## src/rtl/utx_pkg.sv

```systemverilog
package utx_pkg;
  localparam int DATA_W  = 8;
  localparam int FRAME_W = DATA_W + 3;

  typedef enum logic [1:0] {
    ST_IDLE  = 2'd0,
    ST_SHIFT = 2'd1,
    ST_BREAK = 2'd2
  } utx_state_e;

  // Bits after the start bit, LSB first; unused positions stay 1 (stop level)
  function automatic logic [FRAME_W-1:0] frame_bits(
    input logic [DATA_W-1:0] d,
    input logic              eight,
    input logic              pen,
    input logic              podd
  );
    logic [FRAME_W-1:0] f;
    logic               par;
    f = '1;
    for (int i = 0; i < DATA_W; i++) begin
      if (i < DATA_W - 1 || eight) f[i] = d[i];
    end
    par = (eight ? ^d : ^d[DATA_W-2:0]) ^ podd;
    if (pen) f[eight ? DATA_W : DATA_W-1] = par;
    return f;
  endfunction

  function automatic logic [3:0] frame_len(
    input logic eight,
    input logic pen,
    input logic two
  );
    return 4'(DATA_W - 1) + {3'b0, eight} + {3'b0, pen} + {3'b0, two} + 4'd1;
  endfunction
endpackage

```

## src/rtl/utx_fifo.sv

```systemverilog
module utx_fifo #(
  parameter int DW       = 8,
  parameter int DEPTH    = 16,
  parameter int AE_LEVEL = 4
) (
  input  logic                         clk,
  input  logic                         rst,
  input  logic                         push,
  input  logic [DW-1:0]                wr_data,
  input  logic                         pop,
  output logic [DW-1:0]                rd_data,
  output logic [$clog2(DEPTH+1)-1:0]   level,
  output logic                         full,
  output logic                         empty,
  output logic                         evt_empty,
  output logic                         evt_almost
);
  localparam int AW = $clog2(DEPTH);
  localparam int LW = $clog2(DEPTH + 1);

  logic [DW-1:0] mem [DEPTH];
  logic [AW-1:0] wp, rp;
  logic [LW-1:0] lvl, nlvl;
  logic          wr_en, rd_en;

  always_comb begin
    wr_en = push && (lvl != LW'(DEPTH));
    rd_en = pop && (lvl != '0);
    nlvl  = lvl + LW'(wr_en) - LW'(rd_en);
  end

  always_ff @(posedge clk) begin
    if (wr_en) mem[wp] <= wr_data;
  end

  always_ff @(posedge clk) begin
    if (rst) begin
      wp         <= '0;
      rp         <= '0;
      lvl        <= '0;
      evt_empty  <= 1'b0;
      evt_almost <= 1'b0;
    end else begin
      if (wr_en) wp <= wp + AW'(1);
      if (rd_en) rp <= rp + AW'(1);
      lvl        <= nlvl;
      evt_empty  <= (lvl != '0) && (nlvl == '0);
      evt_almost <= (lvl > LW'(AE_LEVEL)) && (nlvl <= LW'(AE_LEVEL));
    end
  end

  assign rd_data = mem[rp];
  assign level   = lvl;
  assign full    = (lvl == LW'(DEPTH));
  assign empty   = (lvl == '0);
endmodule

```

## src/rtl/utx_baud.sv

```systemverilog
module utx_baud #(
  parameter int PRE_W = 4,
  parameter int DIV_W = 10,
  parameter int OSR   = 13
) (
  input  logic             clk,
  input  logic             rst,
  input  logic             restart,
  input  logic [PRE_W-1:0] pre_m1,
  input  logic [DIV_W-1:0] div_m1,
  output logic             os_tick,
  output logic             bit_tick
);
  localparam int OW = $clog2(OSR);

  logic [PRE_W-1:0] pcnt;
  logic [DIV_W-1:0] dcnt;
  logic [OW-1:0]    ocnt;
  logic             pre_tick;

  always_comb begin
    pre_tick = (pcnt == pre_m1);
    os_tick  = pre_tick && (dcnt == div_m1);
    bit_tick = os_tick && (ocnt == OW'(OSR - 1));
  end

  always_ff @(posedge clk) begin
    if (rst || restart) begin
      pcnt <= '0;
      dcnt <= '0;
      ocnt <= '0;
    end else begin
      pcnt <= pre_tick ? '0 : pcnt + PRE_W'(1);
      if (pre_tick) dcnt <= (dcnt == div_m1) ? '0 : dcnt + DIV_W'(1);
      if (os_tick)  ocnt <= bit_tick ? '0 : ocnt + OW'(1);
    end
  end
endmodule

```

## src/rtl/utx_engine.sv

```systemverilog
module utx_engine
  import utx_pkg::*;
#(
  parameter int BRK_W = 16
) (
  input  logic              clk,
  input  logic              rst,
  input  logic              bit_tick,
  input  logic              os_tick,
  input  logic              hold,
  input  logic              div_pend,
  input  logic              tx_en,
  input  logic              eight,
  input  logic              two_stop,
  input  logic              par_en,
  input  logic              par_odd,
  input  logic              fifo_empty,
  input  logic [DATA_W-1:0] fifo_data,
  input  logic              brk_start,
  input  logic [BRK_W-1:0]  brk_len,
  output logic              pop,
  output logic              line,
  output logic              idle,
  output logic              evt_data_empty,
  output logic              evt_underrun,
  output logic              evt_brk_done
);
  utx_state_e         st;
  logic [FRAME_W-1:0] sr;
  logic [3:0]         rem;
  logic [BRK_W-1:0]   bcnt;
  logic               brk_req;
  logic               tick, fend, decide, enter_brk, start;

  always_comb begin
    tick      = bit_tick && !hold;
    fend      = tick && (st == ST_SHIFT) && (rem == '0);
    decide    = tick && ((st == ST_IDLE) || fend);
    enter_brk = decide && !div_pend && brk_req;
    start     = decide && !div_pend && !brk_req && tx_en && !fifo_empty;
  end

  always_ff @(posedge clk) begin
    if (rst) begin
      st             <= ST_IDLE;
      line           <= 1'b1;
      sr             <= '1;
      rem            <= '0;
      bcnt           <= '0;
      brk_req        <= 1'b0;
      evt_data_empty <= 1'b0;
      evt_underrun   <= 1'b0;
      evt_brk_done   <= 1'b0;
    end else begin
      evt_data_empty <= fend;
      evt_underrun   <= fend && tx_en && fifo_empty;
      evt_brk_done   <= 1'b0;
      brk_req        <= (brk_req && !enter_brk) || brk_start;
      if (decide) begin
        if (enter_brk) begin
          st   <= ST_BREAK;
          line <= 1'b0;
          bcnt <= brk_len;
        end else if (start) begin
          st   <= ST_SHIFT;
          line <= 1'b0;
          sr   <= frame_bits(fifo_data, eight, par_en, par_odd);
          rem  <= frame_len(eight, par_en, two_stop);
        end else begin
          st   <= ST_IDLE;
          line <= 1'b1;
        end
      end else if (st == ST_SHIFT && tick) begin
        line <= sr[0];
        sr   <= {1'b1, sr[FRAME_W-1:1]};
        rem  <= rem - 4'd1;
      end else if (st == ST_BREAK && os_tick) begin
        if (bcnt <= BRK_W'(1)) begin
          line         <= 1'b1;
          st           <= ST_IDLE;
          evt_brk_done <= 1'b1;
        end else begin
          bcnt <= bcnt - BRK_W'(1);
        end
      end
    end
  end

  assign pop  = start;
  assign idle = (st == ST_IDLE);
endmodule

```

## src/rtl/uart_brk_tx.sv

```systemverilog
module uart_brk_tx #(
  parameter int FIFO_DEPTH   = 16,
  parameter int AE_LEVEL     = 4,
  parameter int PRE_W        = 4,
  parameter int DIV_W        = 10,
  parameter int OSR          = 13,
  parameter int BRK_W        = 16,
  parameter int RST_PRE_M1   = 0,
  parameter int RST_DIV_M1   = 0
) (
  input  logic                              clk,
  input  logic                              rst,
  input  logic                              push_valid,
  input  logic [7:0]                        push_data,
  input  logic                              tx_enable,
  input  logic                              char_8bit,
  input  logic                              stop_2bit,
  input  logic                              parity_on,
  input  logic                              parity_odd,
  input  logic                              loopback,
  input  logic [PRE_W-1:0]                  prediv_m1,
  input  logic [DIV_W-1:0]                  divisor_m1,
  input  logic                              div_load,
  input  logic                              brk_start,
  input  logic [BRK_W-1:0]                  brk_len,
  input  logic                              rx_in,
  output logic                              txd,
  output logic                              rx_line,
  output logic [$clog2(FIFO_DEPTH+1)-1:0]   fifo_level,
  output logic                              fifo_full,
  output logic                              div_busy,
  output logic                              evt_data_empty,
  output logic                              evt_almost_empty,
  output logic                              evt_fifo_empty,
  output logic                              evt_underrun,
  output logic                              evt_brk_done
);
  import utx_pkg::*;

  logic [PRE_W-1:0]  act_pre, sh_pre;
  logic [DIV_W-1:0]  act_div, sh_div;
  logic              pend, apply;
  logic              os_tick, bit_tick;
  logic              eng_idle, pop, line, f_empty;
  logic [DATA_W-1:0] f_data;

  assign apply = pend && eng_idle;

  always_ff @(posedge clk) begin
    if (rst) begin
      act_pre <= PRE_W'(RST_PRE_M1);
      act_div <= DIV_W'(RST_DIV_M1);
      sh_pre  <= PRE_W'(RST_PRE_M1);
      sh_div  <= DIV_W'(RST_DIV_M1);
      pend    <= 1'b0;
    end else begin
      if (apply) begin
        act_pre <= sh_pre;
        act_div <= sh_div;
      end
      if (div_load) begin
        sh_pre <= prediv_m1;
        sh_div <= divisor_m1;
        pend   <= 1'b1;
      end else if (apply) begin
        pend   <= 1'b0;
      end
    end
  end

  utx_baud #(.PRE_W(PRE_W), .DIV_W(DIV_W), .OSR(OSR)) u_baud (
    .clk      (clk),
    .rst      (rst),
    .restart  (apply),
    .pre_m1   (act_pre),
    .div_m1   (act_div),
    .os_tick  (os_tick),
    .bit_tick (bit_tick)
  );

  utx_fifo #(.DW(DATA_W), .DEPTH(FIFO_DEPTH), .AE_LEVEL(AE_LEVEL)) u_fifo (
    .clk        (clk),
    .rst        (rst),
    .push       (push_valid),
    .wr_data    (push_data),
    .pop        (pop),
    .rd_data    (f_data),
    .level      (fifo_level),
    .full       (fifo_full),
    .empty      (f_empty),
    .evt_empty  (evt_fifo_empty),
    .evt_almost (evt_almost_empty)
  );

  utx_engine #(.BRK_W(BRK_W)) u_eng (
    .clk            (clk),
    .rst            (rst),
    .bit_tick       (bit_tick),
    .os_tick        (os_tick),
    .hold           (apply),
    .div_pend       (pend),
    .tx_en          (tx_enable),
    .eight          (char_8bit),
    .two_stop       (stop_2bit),
    .par_en         (parity_on),
    .par_odd        (parity_odd),
    .fifo_empty     (f_empty),
    .fifo_data      (f_data),
    .brk_start      (brk_start),
    .brk_len        (brk_len),
    .pop            (pop),
    .line           (line),
    .idle           (eng_idle),
    .evt_data_empty (evt_data_empty),
    .evt_underrun   (evt_underrun),
    .evt_brk_done   (evt_brk_done)
  );

  assign div_busy = pend;
  assign txd      = loopback ? 1'b1 : line;
  assign rx_line  = loopback ? line : rx_in;
endmodule

```

## config.mk

```make
export PLATFORM = sky130hd
export DESIGN_NAME = uart_brk_tx
export DESIGN_NICKNAME = d
export VERILOG_FILES = /design/src/rtl/utx_pkg.sv /design/src/rtl/utx_fifo.sv /design/src/rtl/utx_baud.sv /design/src/rtl/utx_engine.sv /design/src/rtl/uart_brk_tx.sv
export SDC_FILE = /design/constraint.sdc
export NUM_CORES = 1
export LEC_CHECK = 0
export CORE_MARGIN = 2
export CORE_UTILIZATION = 45
export CTS_BUF_LIST = sky130_fd_sc_hd__clkbuf_8
export CTS_CLUSTER_SIZE = 12
export DETAILED_ROUTE_END_ITERATION = 8
export PLACE_DENSITY = 0.75
export SYNTH_ARGS = -nofsm -noshare
export SYNTH_HDL_FRONTEND = slang
export SYNTH_SLANG_ARGS = --single-unit
```

## constraint.sdc

```tcl
create_clock -name clk -period 3.8 [get_ports clk]
set_clock_uncertainty 0.15 [all_clocks]
set_input_delay 1.14 -clock clk [delete_from_list [all_inputs] [get_ports clk]]
set_output_delay 1.14 -clock clk [all_outputs]
set_load 0.01 [all_outputs]
```

# ---- Word-level counts from Yosys, hierarchy flattened
# Memory sizes are Yosys's and may differ from the RTL's. A register that Yosys moved wholly into a read port is not among the register bits.
# Index checks and enable logic that the tools add are counted.
dict set report op_classes {
  bitwise_logic 2
  multipliers 0
  n_reduce_logical 48
  shift 0
  eq_ne 12
  mux 75
  add_sub_neg 13
  order_cmp 5
  div 0
}
# op count
set op_table {}
lappend op_table {{two-way mux 16 bit} 5}
lappend op_table {{two-way mux 11 bit} 5}
lappend op_table {{two-way mux 1 bit} 49}
lappend op_table {{>= comparator 32 x 1 -> 1 bit, second input constant} 1}
lappend op_table {{less-than comparator 32 x 6 -> 1 bit, second input constant} 1}
lappend op_table {{two-way mux 4 bit} 8}
lappend op_table {{logical AND 1 bit} 21}
lappend op_table {{adder 4 x 1 -> 4 bit, second input constant} 5}
lappend op_table {{<= comparator 16 x 1 -> 1 bit, second input constant} 1}
lappend op_table {{subtractor 16 x 1 -> 16 bit, second input constant} 1}
lappend op_table {{bitwise mux 11 bit} 1}
lappend op_table {{adder 10 x 1 -> 10 bit, second input constant} 1}
lappend op_table {{equality test 10 bit} 1}
lappend op_table {{logical NOT 5 bit} 2}
lappend op_table {{two-way mux 10 bit} 1}
lappend op_table {{two-way mux 2 bit} 5}
lappend op_table {{adder 4 x 1 -> 4 bit} 2}
lappend op_table {{nonzero test 2 bit} 4}
lappend op_table {{parity 8 bit} 1}
lappend op_table {{parity 7 bit} 1}
lappend op_table {{inequality test 2 bit, second input constant} 3}
lappend op_table {{AND reduction 3 bit} 2}
lappend op_table {{nonzero test 3 bit} 2}
lappend op_table {{adder 5 x 1 -> 5 bit} 1}
lappend op_table {{other kinds (24)} 31}
dict set report word_totals {
  latch_bits 0
  output_inout_bits 14
  inputBits 50
  memories 1
  wordCells 178
  mem_bits_ro 0
  ram_bits 128
  reg_bits 100
}
# memory words width read_ports rd_clocked_by_memory_dff write_ports line_no
set memory_table {}
lappend memory_table {u_fifo.mem 16 8 1 1 1 utx_fifo.sv:21} ;# logic [DW-1:0] mem [DEPTH];

# ---- Logic depth before layout (Yosys ltp)
# Gate-level depths: netlist of the first run.
dict set report logic_depth {
  depth_word 21
  depth_mapped 17
  depth_no_buf 17
}

# ---- Hierarchy
# Synthesis of the first run repeated with hierarchy kept, for this count alone.
dict set report hier_totals {
  hier_cells 828
  hier_area_um2 10441.3
}
# mod area_each_um2 cells_per_inst seq_area_each_um2 instances
set modules_own_cells {}
lappend modules_own_cells {utx_fifo 5881.9 316 4224.1 1}
lappend modules_own_cells {utx_engine 2230.9 280 720.7 1}
lappend modules_own_cells {uart_brk_tx 1271.2 116 580.6 1}
lappend modules_own_cells {utx_baud 1057.3 116 360.3 1}

# ---- Worst setup path after synthesis of the first run
# Ideal clock, no wire load.
dict set report synth_path {
  path_kind {flip-flop to flip-flop}
  start {register act_pre[1]}
  end {register u_fifo.evt_almost}
  setup_time_ns 0.064
  arrival_time_ns 3.472
  required_time_ns 3.586
  path_slack_ns 0.113
  synth_period_minus_slack_ns 3.687
  stages_incl_launch_ff 15
  path_buffers 1
  cell_sequence {dfxtp_1 xor2_1 nor4_4 nor4b_2 buf_2 inv_1 or3_1 nor2_1 ha_1 inv_1 ha_1 fa_1 or2_2 a221o_1 nor2_1}
}
dict set report synth_via {
  elab_chain_cells 16
}
# element line_no
set synth_rtl {}
lappend synth_rtl {{start, declared} uart_brk_tx.sv:40} ;# logic [PRE_W-1:0] act_pre, sh_pre;
lappend synth_rtl {{start signal, assigned} uart_brk_tx.sv:51} ;# act_pre <= PRE_W'(RST_PRE_M1);
lappend synth_rtl {{start signal, assigned} uart_brk_tx.sv:58} ;# act_pre <= sh_pre;
lappend synth_rtl {{equality test 4 bit (*)} utx_baud.sv:22} ;# pre_tick = (pcnt == pre_m1);
lappend synth_rtl {{logical AND 1 bit (*)} utx_baud.sv:23} ;# os_tick = pre_tick && (dcnt == div_m1);
lappend synth_rtl {{logical AND 1 bit (*)} utx_baud.sv:24} ;# bit_tick = os_tick && (ocnt == OW'(OSR - 1));
lappend synth_rtl {{logical AND 1 bit (*)} utx_engine.sv:36} ;# tick = bit_tick && !hold;
lappend synth_rtl {{logical AND 1 bit (2 in a row)} utx_engine.sv:37} ;# fend = tick && (st == ST_SHIFT) && (rem == '0);
lappend synth_rtl {{logical OR 1 bit} utx_engine.sv:38} ;# decide = tick && ((st == ST_IDLE) || fend);
lappend synth_rtl {{logical AND 1 bit (*)} utx_engine.sv:38}
lappend synth_rtl {{logical AND 1 bit (*) (4 in a row)} utx_engine.sv:40} ;# start = decide && !div_pend && !brk_req && tx_en && !fifo_empty;
lappend synth_rtl {{logical AND 1 bit (*)} utx_fifo.sv:28} ;# rd_en = pop && (lvl != '0);
lappend synth_rtl {{net u_fifo.rd_en} utx_fifo.sv:24} ;# logic wr_en, rd_en;
lappend synth_rtl {{subtractor 5 x 1 -> 5 bit (*)} utx_fifo.sv:29} ;# nlvl = lvl + LW'(wr_en) - LW'(rd_en);
lappend synth_rtl {{net u_fifo.nlvl[1]} utx_fifo.sv:23} ;# logic [LW-1:0] lvl, nlvl;
lappend synth_rtl {{<= comparator 5 x 3 -> 1 bit (*)} utx_fifo.sv:48} ;# evt_almost <= (lvl > LW'(AE_LEVEL)) && (nlvl <= LW'(AE_LEVEL));
lappend synth_rtl {{logical AND 1 bit (*)} utx_fifo.sv:48}
lappend synth_rtl {{end signal, assigned} utx_fifo.sv:48}
lappend synth_rtl {{end, declared} utx_fifo.sv:16} ;# output logic evt_almost
# The timed path passes the listed nets; every way through them passes the cells marked *.
# A chain may end at the register's enable or synchronous reset.

# ---- Final worst setup path of the first run
dict set report layout_path {
  start {input port loopback}
  end {output port rx_line}
}
dict set report layout_via {
  elab_chain_cells 1
}
# element line_no
set layout_rtl {}
lappend layout_rtl {{start, declared} uart_brk_tx.sv:20} ;# input logic loopback,
lappend layout_rtl {{two-way mux 1 bit} uart_brk_tx.sv:121} ;# assign rx_line = loopback ? line : rx_in;
lappend layout_rtl {{end, declared} uart_brk_tx.sv:28} ;# output logic rx_line,
# No other way between the ends.

==> results of run 1 <==
## power by group through the flow
| stage | combinational, µW | clock [µW] | sequential (µW) |
|---|---|---|---|
| 2_1_floorplan | 432 | 0 | 2830 |
| 3_3_place_gp | 752 | 0 | 2820 |
| 3_5_place_dp | 764 | 0 | 2830 |
| 4_1_cts | 768 | 1950 | 2770 |
| 5_1_grt | 859 | 2050 | 2780 |
| 6_report | 779 | 1890 | 2770 |
## through the flow
step           cells  power (µW)  util [%]  hold WS (ns)
6_report        1210        5440      53.7         0.301
5_1_grt         1210        5690      53.7         0.304
4_1_cts         1209        5490      53.5         0.301
3_5_place_dp    1144        3590      50.4         0.296
3_3_place_gp    1144        3580      50.4         0.294
2_1_floorplan    801        3260         -         0.281
## cells in the final DEF (no fill, tap or decap), types with 3 or more instances in the layout
master / instances
sky130_fd_sc_hd__and2_1: 3
sky130_fd_sc_hd__o21ai_0: 27
sky130_fd_sc_hd__nand3b_1: 5
sky130_fd_sc_hd__xor2_1: 15
sky130_fd_sc_hd__nor2b_1: 6
sky130_fd_sc_hd__mux2i_1: 17
sky130_fd_sc_hd__clkinv_2: 3
sky130_fd_sc_hd__a211o_1: 7
sky130_fd_sc_hd__edfxtp_1: 128
sky130_fd_sc_hd__nand2b_1: 6
sky130_fd_sc_hd__ha_1: 18
sky130_fd_sc_hd__mux4_2: 23
sky130_fd_sc_hd__xnor2_1: 27
sky130_fd_sc_hd__clkinv_1: 4
sky130_fd_sc_hd__nor2_1: 80
sky130_fd_sc_hd__nand4_1: 9
sky130_fd_sc_hd__inv_1: 37
sky130_fd_sc_hd__dfxtp_1: 101
sky130_fd_sc_hd__clkdlybuf4s50_1: 62
sky130_fd_sc_hd__nor3_1: 17
sky130_fd_sc_hd__nor4_1: 3
sky130_fd_sc_hd__a22oi_1: 16
sky130_fd_sc_hd__nand2_1: 95
sky130_fd_sc_hd__a211oi_1: 10
sky130_fd_sc_hd__or2_2: 3
sky130_fd_sc_hd__buf_4: 40
sky130_fd_sc_hd__nand3_1: 15
sky130_fd_sc_hd__and3_1: 4
sky130_fd_sc_hd__a21oi_1: 53
sky130_fd_sc_hd__clkbuf_8: 39
sky130_fd_sc_hd__mux4_1: 10
## synth_stat cells (2+ instances only)
cell type | number | area share [%]
sky130_fd_sc_hd__nor3b_1 | 2 | 0.15
sky130_fd_sc_hd__inv_1 | 21 | 0.80
sky130_fd_sc_hd__nor2b_1 | 6 | 0.38
sky130_fd_sc_hd__ha_1 | 19 | 2.4
sky130_fd_sc_hd__nand2b_1 | 6 | 0.38
sky130_fd_sc_hd__clkbuf_1 | 20 | 0.76
sky130_fd_sc_hd__xnor2_1 | 27 | 2.4
sky130_fd_sc_hd__nand3_1 | 15 | 0.76
sky130_fd_sc_hd__buf_6 | 3 | 0.34
sky130_fd_sc_hd__a211oi_1 | 10 | 0.76
sky130_fd_sc_hd__o22ai_1 | 2 | 0.13
sky130_fd_sc_hd__fa_1 | 2 | 0.41
sky130_fd_sc_hd__nor2_1 | 81 | 3.1
sky130_fd_sc_hd__dfxtp_1 | 102 | 21
sky130_fd_sc_hd__xor2_1 | 15 | 1.3
sky130_fd_sc_hd__or2_2 | 3 | 0.19
sky130_fd_sc_hd__or3b_2 | 2 | 0.18
sky130_fd_sc_hd__mux2i_1 | 17 | 1.7
sky130_fd_sc_hd__nor4b_1 | 2 | 0.18
sky130_fd_sc_hd__o31ai_1 | 2 | 0.15
sky130_fd_sc_hd__nor3_1 | 17 | 0.87
sky130_fd_sc_hd__mux4_2 | 23 | 5.3
sky130_fd_sc_hd__or3_1 | 3 | 0.19
sky130_fd_sc_hd__buf_2 | 9 | 0.46
sky130_fd_sc_hd__buf_1 | 5 | 0.19
sky130_fd_sc_hd__and3_1 | 4 | 0.25
sky130_fd_sc_hd__mux4_1 | 10 | 2.7
sky130_fd_sc_hd__buf_4 | 2 | 0.15
sky130_fd_sc_hd__a22oi_1 | 16 | 1.2
sky130_fd_sc_hd__o21ai_0 | 27 | 1.4
sky130_fd_sc_hd__and2_1 | 3 | 0.19
sky130_fd_sc_hd__a21oi_1 | 53 | 2.7
sky130_fd_sc_hd__nor4_1 | 4 | 0.25
sky130_fd_sc_hd__edfxtp_1 | 128 | 39
sky130_fd_sc_hd__o31a_1 | 2 | 0.18
sky130_fd_sc_hd__nand4_1 | 9 | 0.57
sky130_fd_sc_hd__a211o_1 | 7 | 0.62
sky130_fd_sc_hd__nand2_1 | 95 | 3.6
sky130_fd_sc_hd__nand3b_1 | 5 | 0.38
sky130_fd_sc_hd__a221oi_1 | 2 | 0.18
## repair_timing
action	CTS	global route
resized for setup	0	8
endpoints found under the setup margin	0	2
endpoints found under the hold margin	0	0
buffers inserted	0	1
## cell type report
class | count | area, µm²
fillers | 1860 | 10000
flip-flops and latches | 230 | 5890
multi-input cells | 510 | 3690
repair buffers | 104 | 946
clock buffers | 39 | 537
well taps | 280 | 350
clock inverters | 26 | 118
inverters | 21 | 78.8
## flip-flops by register name, indices dropped and copies added (netlist names), 2 cells and up, named ones only
name	flops
u_baud.pcnt	4
u_eng.st	2
u_fifo.wp	4
act_div	10
u_fifo.rp	4
u_fifo.mem	128
u_baud.dcnt	10
sh_div	10
sh_pre	4
u_fifo.level	5
act_pre	4
u_eng.rem	4
u_eng.bcnt	16
u_baud.ocnt	4
u_eng.sr	9
## worst register-to-register path, delay by kind of cell, from the launching register on
family,cells,cell delay (ns)
simple gates,6,1.51
fa+ha+maj,3,0.86
flops,1,0.34
compound gates,1,0.32
buf+inv,2,0.19
xor+xnor,1,0.17
## routing by layer
| metal | share of wire [%] | GRT usage, % | vias up |
|---|---|---|---|
| met2 | 48 | 29.0 | 190 |
| met5 | 0 | 0 | - |
| li1 | - | - | 3136 |
| met4 | 2.1 | 5.69 | 0 |
| met3 | 5.9 | 3.23 | 38 |
| met1 | 44 | 23.8 | 3150 |
## logic make-up after synthesis
logic type / count (synthesis) / synth area share (%)
AND/OR/NAND/NOR: 264 / 12.4
buffers and inverters: 61 / 2.92
AO/OA/AOI/OAI: 131 / 8.18
XOR/XNOR: 43 / 3.91
flip-flops: 230 / 59.9
adder cells (fa/ha/maj): 21 / 2.83
multiplexers: 51 / 9.80
## worst max-delay path by stage
| stage | to | slack (ns) | cells after the start |
|---|---|---|---|
| floorplan | u_fifo.evt_almost | 0.11 | 14 |
| CTS | u_fifo.evt_empty | 0.03 | 16 |
| global placement | u_fifo.evt_almost | -0.35 | 10 |
| detailed placement | u_fifo.evt_empty | -0.41 | 13 |
| global route | u_fifo.evt_almost | 0.02 | 14 |
| finish | rx_line | 0.09 | 3 |
==> report_table.html, run 1 <==
<table>
<tr><th>Metric</th><th>Value</th></tr>
<tr><th colspan="2">Logic synthesis</th></tr>
<tr><td>Total number of yosys warnings</td><td>0</td></tr>
<tr><td>Main synth FF type</td><td>sky130_fd_sc_hd__edfxtp_1</td></tr>
<tr><td>Synthesized area per cell</td><td>12.3 µm²</td></tr>
<tr><td>Post-Syn Area</td><td>9820 µm²</td></tr>
<tr><td>Share of the yosys chip area belonging to registers</td><td>about three fifths</td></tr>
<tr><td>Syn nets</td><td>872</td></tr>
<tr><td>Distinct cell type count after synthesis</td><td>60</td></tr>
<tr><td>Count of state elements after synthesis</td><td>230</td></tr>
<tr><td>Number of enable-type register cells in the synthesized netlist</td><td>128</td></tr>
<tr><td>Cell count after synthesis</td><td>between 800 and 900</td></tr>
<tr><td>Ys async rst share</td><td>0%</td></tr>
<tr><th colspan="2">Layout</th></tr>
<tr><td>Proportion of layout cells with a drive suffix above 1</td><td>13.9%</td></tr>
<tr><td>Inserted Diodes</td><td>0</td></tr>
<tr><td>Final design area excluding fillers</td><td>11,600 µm²</td></tr>
<tr><td>Area overhead of the layout relative to synthesis</td><td>18.1%</td></tr>
<tr><td>Final-stage net count</td><td>974</td></tr>
<tr><th colspan="2">Clocking</th></tr>
<tr><td>Number of sinks driven by the clock tree</td><td>230</td></tr>
<tr><td>Clock tree from TritonCTS</td><td>done</td></tr>
<tr><td>Total CTS buffers</td><td>36</td></tr>
<tr><td>Clock-pin transition on the worst setup and hold timing paths</td><td>0.06 ns</td></tr>
<tr><td>Cell at the root of the clock tree</td><td>sky130_fd_sc_hd__clkbuf_8</td></tr>
<tr><td>Number of buffers on the longest clock path</td><td>3</td></tr>
<tr><td>Number of hold-repair buffers added at the cts stage</td><td>0</td></tr>
<tr><td>Skew-Pair Late Insertion Delay</td><td>between 0.5 and 0.6 ns</td></tr>
<tr><td>H-tree depth</td><td>2</td></tr>
<tr><th colspan="2">Worst setup path</th></tr>
<tr><td>CP max stage delay</td><td>0.48 ns</td></tr>
<tr><td>CP startpoint</td><td>loopback</td></tr>
<tr><td>Sum of buffers and inverters on the critical path</td><td>2</td></tr>
<tr><td>Reg2reg setup slack</td><td>~0.2 ns</td></tr>
<tr><td>Endpoint of the lowest-slack register-to-register path</td><td>u_fifo.evt_almost</td></tr>
<tr><td>Crit Path Category</td><td>in -&gt; out</td></tr>
<tr><td>Gate family responsible for the most delay along the worst path</td><td>buffers and inverters</td></tr>
<tr><td>Peak fanout along the critical path</td><td>2</td></tr>
<tr><td>Critical-path top delay cell</td><td>sky130_fd_sc_hd__clkdlybuf4s50_1</td></tr>
<tr><td>Critical Path End Type</td><td>output pin</td></tr>
<tr><td>Worst path cell trace</td><td>clkdlybuf4s50_1, mux2_2, clkdlybuf4s50_1</td></tr>
<tr><td>Type of origin of the critical path</td><td>input pin</td></tr>
<tr><td>Launch instance of the worst register-to-register path</td><td>u_baud.pcnt[2]</td></tr>
<tr><td>Endpoint arrival time on the critical path</td><td>2.42 ns</td></tr>
<tr><td>Cell seen most often among critical-path stages</td><td>sky130_fd_sc_hd__clkdlybuf4s50_1</td></tr>
<tr><td>Critical Path RT</td><td>2.51 ns</td></tr>
<tr><td>Length in cells of the worst reg-to-reg path</td><td>13</td></tr>
<tr><th colspan="2">Die</th></tr>
<tr><td>Core area</td><td>21,600 µm²</td></tr>
<tr><td>DIE HEIGHT</td><td>between 150 and 200 µm</td></tr>
<tr><td>Total die area</td><td>23,000 µm²</td></tr>
<tr><td>Effective utilization at floorplan</td><td>45.4%</td></tr>
<tr><td>Row count</td><td>54</td></tr>
<tr><td>I/O pin count</td><td>64</td></tr>
<tr><td>Width of the die</td><td>~150 µm</td></tr>
<tr><th colspan="2">GRT</th></tr>
<tr><td>Via count of the first global-routing pass</td><td>approximately 6,000</td></tr>
<tr><td>Global route overflow</td><td>0</td></tr>
<tr><td>Global-route wire length before repair</td><td>31,500 µm</td></tr>
<tr><td>Antenna violations before repair</td><td>0</td></tr>
<tr><td>Pin count of the biggest net entering global routing</td><td>76</td></tr>
<tr><td>Overall routing resource usage</td><td>between 10% and 20%</td></tr>
<tr><th colspan="2">Drt</th></tr>
<tr><td>DRC errors left</td><td>0</td></tr>
<tr><td>Pre-antenna DRT Iters</td><td>5</td></tr>
<tr><td>Total wire length</td><td>20,000 µm</td></tr>
<tr><td>Vias</td><td>~6,500</td></tr>
<tr><td>Routed via count divided by cell count</td><td>5.38</td></tr>
<tr><td>Average wire length per cell after detail routing</td><td>16.5 µm</td></tr>
<tr><td>First-iteration detailed-routing DRC count</td><td>roughly 430</td></tr>
<tr><td>Number of antenna-violating nets in the routed design</td><td>0</td></tr>
<tr><th colspan="2">Timing</th></tr>
<tr><td>Total Negative Setup Slacks</td><td>0 ns</td></tr>
<tr><td>Setup ws final</td><td>0.0931 ns</td></tr>
<tr><td>Final hold violations</td><td>0</td></tr>
<tr><td>Total count of max-transition violations in the final report</td><td>0</td></tr>
<tr><td>RSZ-0062 raised after global routing</td><td>false</td></tr>
<tr><td>Setup violation total in the final timing report</td><td>0</td></tr>
<tr><td>Final worst path period need</td><td>3.71 ns</td></tr>
<tr><td>Post-route clock period utilization</td><td>97.5%</td></tr>
<tr><td>Pin slew with the least headroom to its limit</td><td>0.931 ns</td></tr>
<tr><td>Tightest slew margin relative to the limit</td><td>37.9%</td></tr>
<tr><td>F_max</td><td>around 270 MHz</td></tr>
<tr><th colspan="2">Power</th></tr>
<tr><td>Reported leakage power</td><td>0.00414 µW</td></tr>
<tr><td>Sequential cell fraction of total power</td><td>around half</td></tr>
<tr><td>Comb power frac</td><td>14.3%</td></tr>
<tr><td>Internal power summed over all cells</td><td>4070 µW</td></tr>
<tr><td>Relative contribution of the clock network to total power</td><td>34.7%</td></tr>
<tr><td>Maximum VDD drop</td><td>0.000299 V</td></tr>
<tr><td>Net Switching</td><td>1370 µW</td></tr>
<tr><td>Total power divided by cell area</td><td>469 nW/µm²</td></tr>
<tr><td>Net switching share of the total power</td><td>25.3%</td></tr>
<tr><th colspan="2">Hold path</th></tr>
<tr><td>Launch instance of the worst min-delay path</td><td>sh_div[4]</td></tr>
<tr><td>Min-Delay Path Class</td><td>reg -&gt; reg</td></tr>
<tr><td>Hold path depth</td><td>2</td></tr>
<tr><td>Hold Path End</td><td>act_div[4]</td></tr>
<tr><th colspan="2">Placed design</th></tr>
<tr><td>I/O Buffers</td><td>63</td></tr>
<tr><td>Post-DP Area</td><td>10,900 µm²</td></tr>
<tr><td>Placement Setup Slack</td><td>-0.408 ns</td></tr>
<tr><td>GPL Wtd Cong</td><td>about 0.79</td></tr>
<tr><td>Total half-perimeter wirelength after legalization and detailed placement</td><td>12,900 µm</td></tr>
<tr><th colspan="2">Run</th></tr>
<tr><td>Number of maximum-capacitance violations</td><td>0</td></tr>
<tr><th colspan="2">Run status</th></tr>
<tr><td>Outcome</td><td>complete, no violations</td></tr>
</table>
No activity file was read; power rests on OpenSTA's default activity.
==> run 2, diff against run 1 <==
- PLACE_DENSITY: 0.75 -> 0.72
- clock period: 3.8 -> 4.7 ns (I/O delays scaled with it)
==> report_table.html, run 2 (synthesis gave the netlist of run 1 again) <==
<table>
<tr><th>Metric</th><th>Value</th></tr>
<tr><th colspan="2">Clocking</th></tr>
<tr><td>Post-CTS repair timing setup buffer count</td><td>0 (unchanged)</td></tr>
<tr><td>Skew-Pair Late Insertion Delay</td><td>0.52 ns (about the same)</td></tr>
<tr><td>Cell at the root of the clock tree</td><td>sky130_fd_sc_hd__clkbuf_8</td></tr>
<tr><td>Number of sinks driven by the clock tree</td><td>230 (unchanged)</td></tr>
<tr><td>H-tree depth</td><td>2 (unchanged)</td></tr>
<tr><td>Clock tree from TritonCTS</td><td>done</td></tr>
<tr><td>Total CTS buffers</td><td>37 (+2.8%)</td></tr>
<tr><td>Number of hold-repair buffers added at the cts stage</td><td>0 (unchanged)</td></tr>
<tr><td>Number of buffers on the longest clock path</td><td>3 (unchanged)</td></tr>
<tr><td>Gates resized, CTS repair</td><td>0 (unchanged)</td></tr>
<tr><td>Clock-pin transition on the worst setup and hold timing paths</td><td>0.06 ns (about the same)</td></tr>
<tr><th colspan="2">Worst setup path</th></tr>
<tr><td>Endpoint arrival time on the critical path</td><td>2.68 ns (+0.26 ns)</td></tr>
<tr><td>Critical Path RT</td><td>3.14 ns (+0.63 ns)</td></tr>
<tr><td>Peak fanout along the critical path</td><td>2 (unchanged)</td></tr>
<tr><td>Type of origin of the critical path</td><td>input pin</td></tr>
<tr><td>Critical Path End Type</td><td>output pin</td></tr>
<tr><td>Crit Path Category</td><td>in -&gt; out</td></tr>
<tr><th colspan="2">Layout</th></tr>
<tr><td>Largest registers in the final layout</td><td>u_fifo.mem x128, u_eng.bcnt x16</td></tr>
<tr><td>Most common cell after layout, fill and taps aside</td><td>sky130_fd_sc_hd__edfxtp_1</td></tr>
<tr><td>Util after Layout</td><td>52.7% (-0.96 points)</td></tr>
<tr><td>Final-stage net count</td><td>949 (-2.6%)</td></tr>
<tr><td>Number of flip-flops under the largest register name</td><td>128 (unchanged)</td></tr>
<tr><td>Count of non-filler cells in the finished layout</td><td>1,184 (-2.1%)</td></tr>
<tr><td>Most flops, register</td><td>u_fifo.mem</td></tr>
<tr><td>Inserted Diodes</td><td>0 (unchanged)</td></tr>
<tr><td>Highest-count cells in the layout ignoring fill and taps</td><td>sky130_fd_sc_hd__edfxtp_1, sky130_fd_sc_hd__dfxtp_1, sky130_fd_sc_hd__nand2_1, sky130_fd_sc_hd__nor2_1, sky130_fd_sc_hd__clkdlybuf4s50_1</td></tr>
<tr><td>Area overhead of the layout relative to synthesis</td><td>16.0%</td></tr>
<tr><td>Proportion of layout cells with a drive suffix above 1</td><td>11.0% (-2.9 points)</td></tr>
<tr><th colspan="2">Timing</th></tr>
<tr><td>Post-route clock period utilization</td><td>90.3%</td></tr>
<tr><td>RSZ-0062 raised after global routing</td><td>false</td></tr>
<tr><td>Final worst path period need</td><td>4.24 ns</td></tr>
<tr><td>Total count of max-transition violations in the final report</td><td>0 (unchanged)</td></tr>
<tr><td>F_max</td><td>236 MHz</td></tr>
<tr><td>Final hold violations</td><td>0 (unchanged)</td></tr>
<tr><td>Tightest slew margin relative to the limit</td><td>36.5% (-1.4 points)</td></tr>
<tr><td>Pin slew with the least headroom to its limit</td><td>0.953 ns (+0.0216 ns)</td></tr>
<tr><td>Setup ws final</td><td>0.455 ns (+0.362 ns)</td></tr>
<tr><td>Setup violation total in the final timing report</td><td>0 (unchanged)</td></tr>
<tr><td>Total Negative Setup Slacks</td><td>0 ns (unchanged)</td></tr>
<tr><th colspan="2">Power</th></tr>
<tr><td>Reported leakage power</td><td>0.00398 µW (-3.8%)</td></tr>
<tr><td>Net Switching</td><td>1100 µW (-20%)</td></tr>
<tr><td>Total power divided by cell area</td><td>388 nW/µm² (-17%)</td></tr>
<tr><td>Sequential cell fraction of total power</td><td>50.8% (about the same)</td></tr>
<tr><td>Net switching share of the total power</td><td>24.8% (-0.45 points)</td></tr>
<tr><td>Maximum VDD drop</td><td>0.000211 V (-29%)</td></tr>
<tr><td>Internal power summed over all cells</td><td>3320 µW (-18%)</td></tr>
<tr><td>Relative contribution of the clock network to total power</td><td>36.1% (+1.4 points)</td></tr>
<tr><td>Comb power frac</td><td>13.1% (-1.2 points)</td></tr>
<tr><th colspan="2">Drt</th></tr>
<tr><td>Routed via count divided by cell count</td><td>5.36 (-0.47%)</td></tr>
<tr><td>Vias</td><td>6,344 (-2.6%)</td></tr>
<tr><td>DRC errors left</td><td>0 (unchanged)</td></tr>
<tr><td>Average wire length per cell after detail routing</td><td>16.6 µm (+0.66%)</td></tr>
<tr><td>Total wire length</td><td>19,700 µm (-1.5%)</td></tr>
<tr><td>Number of antenna-violating nets in the routed design</td><td>0 (unchanged)</td></tr>
<tr><td>First-iteration detailed-routing DRC count</td><td>456 (+5.6%)</td></tr>
<tr><td>Pre-antenna DRT Iters</td><td>5 (unchanged)</td></tr>
<tr><th colspan="2">Hold path</th></tr>
<tr><td>Min-Delay Path Class</td><td>reg -&gt; reg</td></tr>
<tr><th colspan="2">Die</th></tr>
<tr><td>Effective utilization at floorplan</td><td>45.4% (unchanged)</td></tr>
<tr><td>Total die area</td><td>23,000 µm² (unchanged)</td></tr>
<tr><td>Core area</td><td>21,600 µm² (unchanged)</td></tr>
<tr><td>I/O pin count</td><td>64 (unchanged)</td></tr>
<tr><td>Row count</td><td>54 (unchanged)</td></tr>
<tr><td>Width of the die</td><td>152 µm (unchanged)</td></tr>
<tr><td>DIE HEIGHT</td><td>152 µm (unchanged)</td></tr>
<tr><th colspan="2">Placed design</th></tr>
<tr><td>Number of placed instances, taps included</td><td>1,119 (-2.2%)</td></tr>
<tr><td>Total half-perimeter wirelength after legalization and detailed placement</td><td>12,800 µm (-0.51%)</td></tr>
<tr><td>GPL Wtd Cong</td><td>0.797 (+1.0%)</td></tr>
<tr><td>I/O Buffers</td><td>63 (unchanged)</td></tr>
<tr><td>Placement Setup Slack</td><td>0.273 ns (+0.681 ns)</td></tr>
<tr><th colspan="2">GRT</th></tr>
<tr><td>Via count of the first global-routing pass</td><td>6,252 (+1.7%)</td></tr>
<tr><td>Antenna violations before repair</td><td>0 (unchanged)</td></tr>
<tr><td>Pin count of the biggest net entering global routing</td><td>35 (-54%)</td></tr>
<tr><td>Global-route wire length before repair</td><td>31,700 µm (+0.79%)</td></tr>
<tr><td>Overall routing resource usage</td><td>17.7% (+0.034 points)</td></tr>
<tr><td>Global route overflow</td><td>0 (unchanged)</td></tr>
<tr><th colspan="2">Run status</th></tr>
<tr><td>Outcome</td><td>complete, no violations</td></tr>
<tr><th colspan="2">Run</th></tr>
<tr><td>Number of maximum-capacitance violations</td><td>0 (unchanged)</td></tr>
</table>
run 2: cell types whose count changed in the layout (fill, tap and decap cells not counted), moves of 2 or more:
cell | before | now
sky130_fd_sc_hd__inv_1 | 37 | 33
sky130_fd_sc_hd__buf_4 | 40 | 15
sky130_fd_sc_hd__clkinv_2 | 3 | 1
sky130_fd_sc_hd__clkinv_1 | 4 | 7
sky130_fd_sc_hd__clkinvlp_4 | 1 | 3
run 2: through the flow:
| step | power (µW) | hold slack (ns) | area, µm² |
|---|---|---|---|
| floorplan | 2630 | 0.281 | 9820 |
| global placement | 2860 | 0.293 | 10700 |
| detailed placement | 2870 | 0.299 | 10700 |
| CTS | 4470 | 0.308 | 11400 |
| global route | 4630 | 0.326 | 11400 |
| finish | 4420 | 0.306 | 11400 |
run 2: worst paths after layout:
path / startpoint / end / slack [ns] / cells after the start
worst max-delay path: loopback / rx_line / 0.46 / 3
worst min-delay path: sh_div[5] / act_div[5] / 0.31 / 2
worst max register to register: act_pre[1] / u_fifo.evt_empty / 0.81 / 18
worst min register to register: sh_div[5] / act_div[5] / 0.31 / 2
run 2: cell type report:
class	instances	area, µm²
Clock buffer	40	551
Clock inverter	25	140
Fill cell	1867	10200
Inverter	21	78.8
Multi-Input combinational cell	510	3650
Sequential cell	230	5890
Tap cell	280	350
Timing Repair Buffer	78	738
run 2: power groups by stage:
| stage | Sequential [µW] | Clock [µW] | Combinational, µW |
|---|---|---|---|
| 2_1_floorplan | 2280 | 0 | 350 |
| 3_3_place_gp | 2290 | 0 | 571 |
| 3_5_place_dp | 2290 | 0 | 579 |
| 4_1_cts | 2250 | 1640 | 582 |
| 5_1_grt | 2250 | 1740 | 640 |
| 6_report | 2240 | 1600 | 577 |
run 2: worst max-delay path, stage by stage:
cell	delay [ns]
sky130_fd_sc_hd__clkdlybuf4s50_1	0.47
sky130_fd_sc_hd__mux2_2	0.33
sky130_fd_sc_hd__clkdlybuf4s50_1	0.47
run 2: layer usage:
| layer | routed length [µm] | track usage [%] |
|---|---|---|
| met5 | 0 | 0 |
| met4 | 443 | 5.60 |
| met2 | 9200 | 28.5 |
| met3 | 1240 | 3.83 |
| met1 | 8780 | 24.0 |
==> run 3, diff against run 2 <==
- ABC_AREA: unset -> 1
==> report_table.html, run 3 <==
<table>
<tr><th>Metric</th><th>Value</th></tr>
<tr><th colspan="2">Die</th></tr>
<tr><td>Total die area</td><td>24,700 µm² (+7.4%)</td></tr>
<tr><td>Width of the die</td><td>157 µm (+3.6%)</td></tr>
<tr><td>I/O pin count</td><td>64 (unchanged)</td></tr>
<tr><td>Core area</td><td>23,300 µm² (+7.6%)</td></tr>
<tr><td>Row count</td><td>56 (+3.7%)</td></tr>
<tr><td>DIE HEIGHT</td><td>157 µm (+3.6%)</td></tr>
<tr><td>Effective utilization at floorplan</td><td>45.4% (about the same)</td></tr>
<tr><th colspan="2">Worst setup path</th></tr>
<tr><td>Length in cells of the worst reg-to-reg path</td><td>18 (unchanged)</td></tr>
<tr><td>Endpoint of the lowest-slack register-to-register path</td><td>u_fifo.evt_almost</td></tr>
<tr><td>Crit Path Category</td><td>in -&gt; out</td></tr>
<tr><td>CP startpoint</td><td>loopback</td></tr>
<tr><td>Critical Path RT</td><td>3.14 ns (about the same)</td></tr>
<tr><td>Reg2reg setup slack</td><td>0.94 ns (+0.13 ns)</td></tr>
<tr><td>Endpoint arrival time on the critical path</td><td>2.62 ns (-0.06 ns)</td></tr>
<tr><td>Peak fanout along the critical path</td><td>3 (+1)</td></tr>
<tr><td>Critical Path End Type</td><td>output pin</td></tr>
<tr><td>Launch instance of the worst register-to-register path</td><td>u_baud.pcnt[2]</td></tr>
<tr><td>Type of origin of the critical path</td><td>input pin</td></tr>
<tr><th colspan="2">Timing</th></tr>
<tr><td>F_max</td><td>239 MHz (+1.5%)</td></tr>
<tr><td>Post-route clock period utilization</td><td>89.0% (-1.3 points)</td></tr>
<tr><td>Total Negative Setup Slacks</td><td>0 ns (unchanged)</td></tr>
<tr><td>Total count of max-transition violations in the final report</td><td>0 (unchanged)</td></tr>
<tr><td>Setup ws final</td><td>0.517 ns (+0.0619 ns)</td></tr>
<tr><td>Final hold violations</td><td>0 (unchanged)</td></tr>
<tr><td>Setup violation total in the final timing report</td><td>0 (unchanged)</td></tr>
<tr><td>RSZ-0062 raised after global routing</td><td>false</td></tr>
<tr><td>Worst hold slack after final layout</td><td>0.327 ns (+0.0209 ns)</td></tr>
<tr><td>Tightest slew margin relative to the limit</td><td>44.3% (+7.8 points)</td></tr>
<tr><td>Final worst path period need</td><td>4.18 ns (-0.0619 ns)</td></tr>
<tr><td>Pin slew with the least headroom to its limit</td><td>0.835 ns (-0.118 ns)</td></tr>
<tr><th colspan="2">Clocking</th></tr>
<tr><td>H-tree depth</td><td>2 (unchanged)</td></tr>
<tr><td>Cell at the root of the clock tree</td><td>sky130_fd_sc_hd__clkbuf_8</td></tr>
<tr><td>Clock tree from TritonCTS</td><td>done</td></tr>
<tr><td>Gates resized, CTS repair</td><td>0 (unchanged)</td></tr>
<tr><td>Number of buffers on the longest clock path</td><td>3 (unchanged)</td></tr>
<tr><td>Total CTS buffers</td><td>38 (+2.7%)</td></tr>
<tr><td>Number of hold-repair buffers added at the cts stage</td><td>0 (unchanged)</td></tr>
<tr><td>Skew-Pair Late Insertion Delay</td><td>0.54 ns (+0.02 ns)</td></tr>
<tr><td>Number of sinks driven by the clock tree</td><td>230 (unchanged)</td></tr>
<tr><td>Post-CTS repair timing setup buffer count</td><td>0 (unchanged)</td></tr>
<tr><td>Clock-pin transition on the worst setup and hold timing paths</td><td>0.06 ns (about the same)</td></tr>
<tr><th colspan="2">Hold path</th></tr>
<tr><td>Hold Path End</td><td>u_baud.pcnt[0]</td></tr>
<tr><td>Launch instance of the worst min-delay path</td><td>u_baud.pcnt[0]</td></tr>
<tr><td>Min-Delay Path Class</td><td>reg -&gt; reg</td></tr>
<tr><td>Hold path depth</td><td>1 (-1)</td></tr>
<tr><th colspan="2">Logic synthesis</th></tr>
<tr><td>Most common cell in the synthesized netlist</td><td>sky130_fd_sc_hd__nand2_1</td></tr>
<tr><td>Commonest cells post-synth</td><td>sky130_fd_sc_hd__nand2_1, sky130_fd_sc_hd__nor2_1, sky130_fd_sc_hd__edfxtp_1</td></tr>
<tr><td>Total number of yosys warnings</td><td>0 (unchanged)</td></tr>
<tr><td>Fraction of post-synthesis cell area in the top cell type by area</td><td>36.4% (-2.8 points)</td></tr>
<tr><td>Number of enable-type register cells in the synthesized netlist</td><td>128 (unchanged)</td></tr>
<tr><td>Post-synth top area cell</td><td>sky130_fd_sc_hd__edfxtp_1</td></tr>
<tr><td>Main synth FF type</td><td>sky130_fd_sc_hd__edfxtp_1</td></tr>
<tr><td>Biggest area contributors in the synthesized netlist</td><td>sky130_fd_sc_hd__edfxtp_1, sky130_fd_sc_hd__dfxtp_1, sky130_fd_sc_hd__nand2_1</td></tr>
<tr><td>Share of the yosys chip area belonging to registers</td><td>55.7% (-4.2 points)</td></tr>
<tr><td>Ys async rst share</td><td>0% (unchanged)</td></tr>
<tr><td>Distinct cell type count after synthesis</td><td>45 (-25%)</td></tr>
<tr><td>Count of state elements after synthesis</td><td>230 (unchanged)</td></tr>
<tr><td>Synthesized area per cell</td><td>8.58 µm² (-30%)</td></tr>
<tr><td>Syn nets</td><td>1,302 (+49%)</td></tr>
<tr><td>Cell count after synthesis</td><td>1,231 (+54%)</td></tr>
<tr><td>Post-Syn Area</td><td>10,600 µm² (+7.6%)</td></tr>
<tr><th colspan="2">Run</th></tr>
<tr><td>Number of maximum-capacitance violations</td><td>0 (unchanged)</td></tr>
<tr><th colspan="2">Drt</th></tr>
<tr><td>Met2 wirelength from detailed routing</td><td>10,300 µm (+12%)</td></tr>
<tr><td>Pre-antenna DRT Iters</td><td>5 (unchanged)</td></tr>
<tr><td>Total wire length</td><td>23,400 µm (+19%)</td></tr>
<tr><td>Vias</td><td>8,133 (+28%)</td></tr>
<tr><td>Number of antenna-violating nets in the routed design</td><td>0 (unchanged)</td></tr>
<tr><td>WL met3</td><td>1520 µm (+22%)</td></tr>
<tr><td>Average wire length per cell after detail routing</td><td>14.2 µm (-14%)</td></tr>
<tr><td>DRC errors left</td><td>0 (unchanged)</td></tr>
<tr><td>Met1 WL</td><td>10,900 µm (+24%)</td></tr>
<tr><td>Routed via count divided by cell count</td><td>4.94 (-7.8%)</td></tr>
<tr><td>Highest metal layer with signal wires</td><td>met4</td></tr>
<tr><td>First-iteration detailed-routing DRC count</td><td>769 (+69%)</td></tr>
<tr><th colspan="2">Layout</th></tr>
<tr><td>Most flops, register</td><td>u_fifo.mem</td></tr>
<tr><td>Area used by multi-input combinational logic</td><td>3960 µm² (+8.5%)</td></tr>
<tr><td>Util after Layout</td><td>52.4% (-0.34 points)</td></tr>
<tr><td>Final-stage net count</td><td>1,371 (+44%)</td></tr>
<tr><td>Register Area</td><td>5890 µm² (about the same)</td></tr>
<tr><td>Area overhead of the layout relative to synthesis</td><td>15.3%</td></tr>
<tr><td>Most common cell after layout, fill and taps aside</td><td>sky130_fd_sc_hd__nand2_1</td></tr>
<tr><td>Number of flip-flops under the largest register name</td><td>128 (unchanged)</td></tr>
<tr><td>Highest-count cells in the layout ignoring fill and taps</td><td>sky130_fd_sc_hd__nand2_1, sky130_fd_sc_hd__nor2_1, sky130_fd_sc_hd__inv_1, sky130_fd_sc_hd__edfxtp_1, sky130_fd_sc_hd__nand3_1</td></tr>
<tr><td>Proportion of layout cells with a drive suffix above 1</td><td>6.25% (-4.7 points)</td></tr>
<tr><td>Largest registers in the final layout</td><td>u_fifo.mem x128, u_eng.bcnt x16</td></tr>
<tr><td>Filler instances</td><td>2,153 (+15%)</td></tr>
<tr><td>Inserted Diodes</td><td>0 (unchanged)</td></tr>
<tr><th colspan="2">GRT</th></tr>
<tr><td>Overall routing resource usage</td><td>19.0% (+1.3 points)</td></tr>
<tr><td>Antenna violations before repair</td><td>0 (unchanged)</td></tr>
<tr><td>Global-route wire length before repair</td><td>36,900 µm (+16%)</td></tr>
<tr><td>Pin count of the biggest net entering global routing</td><td>70 (+100%)</td></tr>
<tr><td>Via count of the first global-routing pass</td><td>7,466 (+19%)</td></tr>
<tr><td>Global route overflow</td><td>0 (unchanged)</td></tr>
<tr><th colspan="2">Placed design</th></tr>
<tr><td>Placement Setup Slack</td><td>0.395 ns (+0.122 ns)</td></tr>
<tr><td>I/O Buffers</td><td>63 (unchanged)</td></tr>
<tr><td>Total half-perimeter wirelength after legalization and detailed placement</td><td>15,100 µm (+18%)</td></tr>
<tr><td>GPL Wtd Cong</td><td>0.833 (+4.5%)</td></tr>
<tr><th colspan="2">Run status</th></tr>
<tr><td>Outcome</td><td>complete, no violations</td></tr>
<tr><th colspan="2">Power</th></tr>
<tr><td>Total Power Consumption</td><td>4430 µW (+0.26%)</td></tr>
<tr><td>Total power divided by cell area</td><td>363 nW/µm² (-6.2%)</td></tr>
<tr><td>Maximum VDD drop</td><td>0.000304 V (+44%)</td></tr>
<tr><td>Reported leakage power</td><td>0.00512 µW (+29%)</td></tr>
</table>
==> run 3: cell types whose count changed after synthesis, sizes merged, moves of 16 or more <==
cell   previous run  this run
nand2            95       311
nor2             81       194
inv              21       127
nand3            15       104
o21ai            28        89
a21oi            53        17
mux4             33         0
mux2i            17         0
xnor2            28        11
a22oi            16         0
==> run 3: final cells by class <==
| cell class | instances | area share [%] |
|---|---|---|
| tap | 319 | 3.28 |
| inverter | 128 | 3.99 |
| clock inverter | 22 | 0.811 |
| multi-input combinational | 827 | 32.5 |
| sequential | 230 | 48.3 |
| clock buffer | 45 | 5.08 |
| timing repair buffer | 75 | 6.02 |
==> run 3: cell families after synthesis <==
| group | count (synthesis) | share of synthesized area (%) |
|---|---|---|
| flops | 230 | 55.7 |
| buf+inv | 174 | 6.84 |
| compound gates | 124 | 6.52 |
| xor+xnor | 33 | 2.73 |
| fa+ha+maj | 21 | 2.63 |
| simple gates | 649 | 25.6 |
==> run 3: stage by stage <==
stage / instance area, µm² / std cells
floorplan: 10600 / 1231
detailed placement: 11500 / 1579
global route: 12200 / 1646
global placement: 11500 / 1579
finish: 12200 / 1646
CTS: 12200 / 1646
==> run 3: routing by layer <==
layer,track usage [%],up-vias
met3,3.22,57
met1,26.7,3684
met2,29.4,246
li1,-,4146
met5,0,-
met4,7.23,0
==> run 3: power breakdown <==
part | internal (µW) | leakage [µW] | switching, µW | total (µW)
combinational | 213 | 0.00271 | 318 | 531
sequential | 2200 | 0.00199 | 45.0 | 2250
clock | 872 | 0.000420 | 776 | 1650
==> run 3: worst max path at each step <==
stage	end	slack (ns)	cells past startpoint
5_1_grt	u_fifo.evt_almost	0.46	18
3_3_place_gp	rx_line	0.54	4
2_1_floorplan	u_fifo.evt_almost	1.09	13
4_1_cts	rx_line	0.51	4
6_report	rx_line	0.52	4
3_5_place_dp	u_fifo.evt_almost	0.40	14
==> run 3: critical path: stages <==
cell and delay [ns]:
sky130_fd_sc_hd__clkdlybuf4s50_1 0.45, sky130_fd_sc_hd__inv_1 0.05, sky130_fd_sc_hd__o21ai_0 0.15, sky130_fd_sc_hd__clkdlybuf4s50_1 0.56
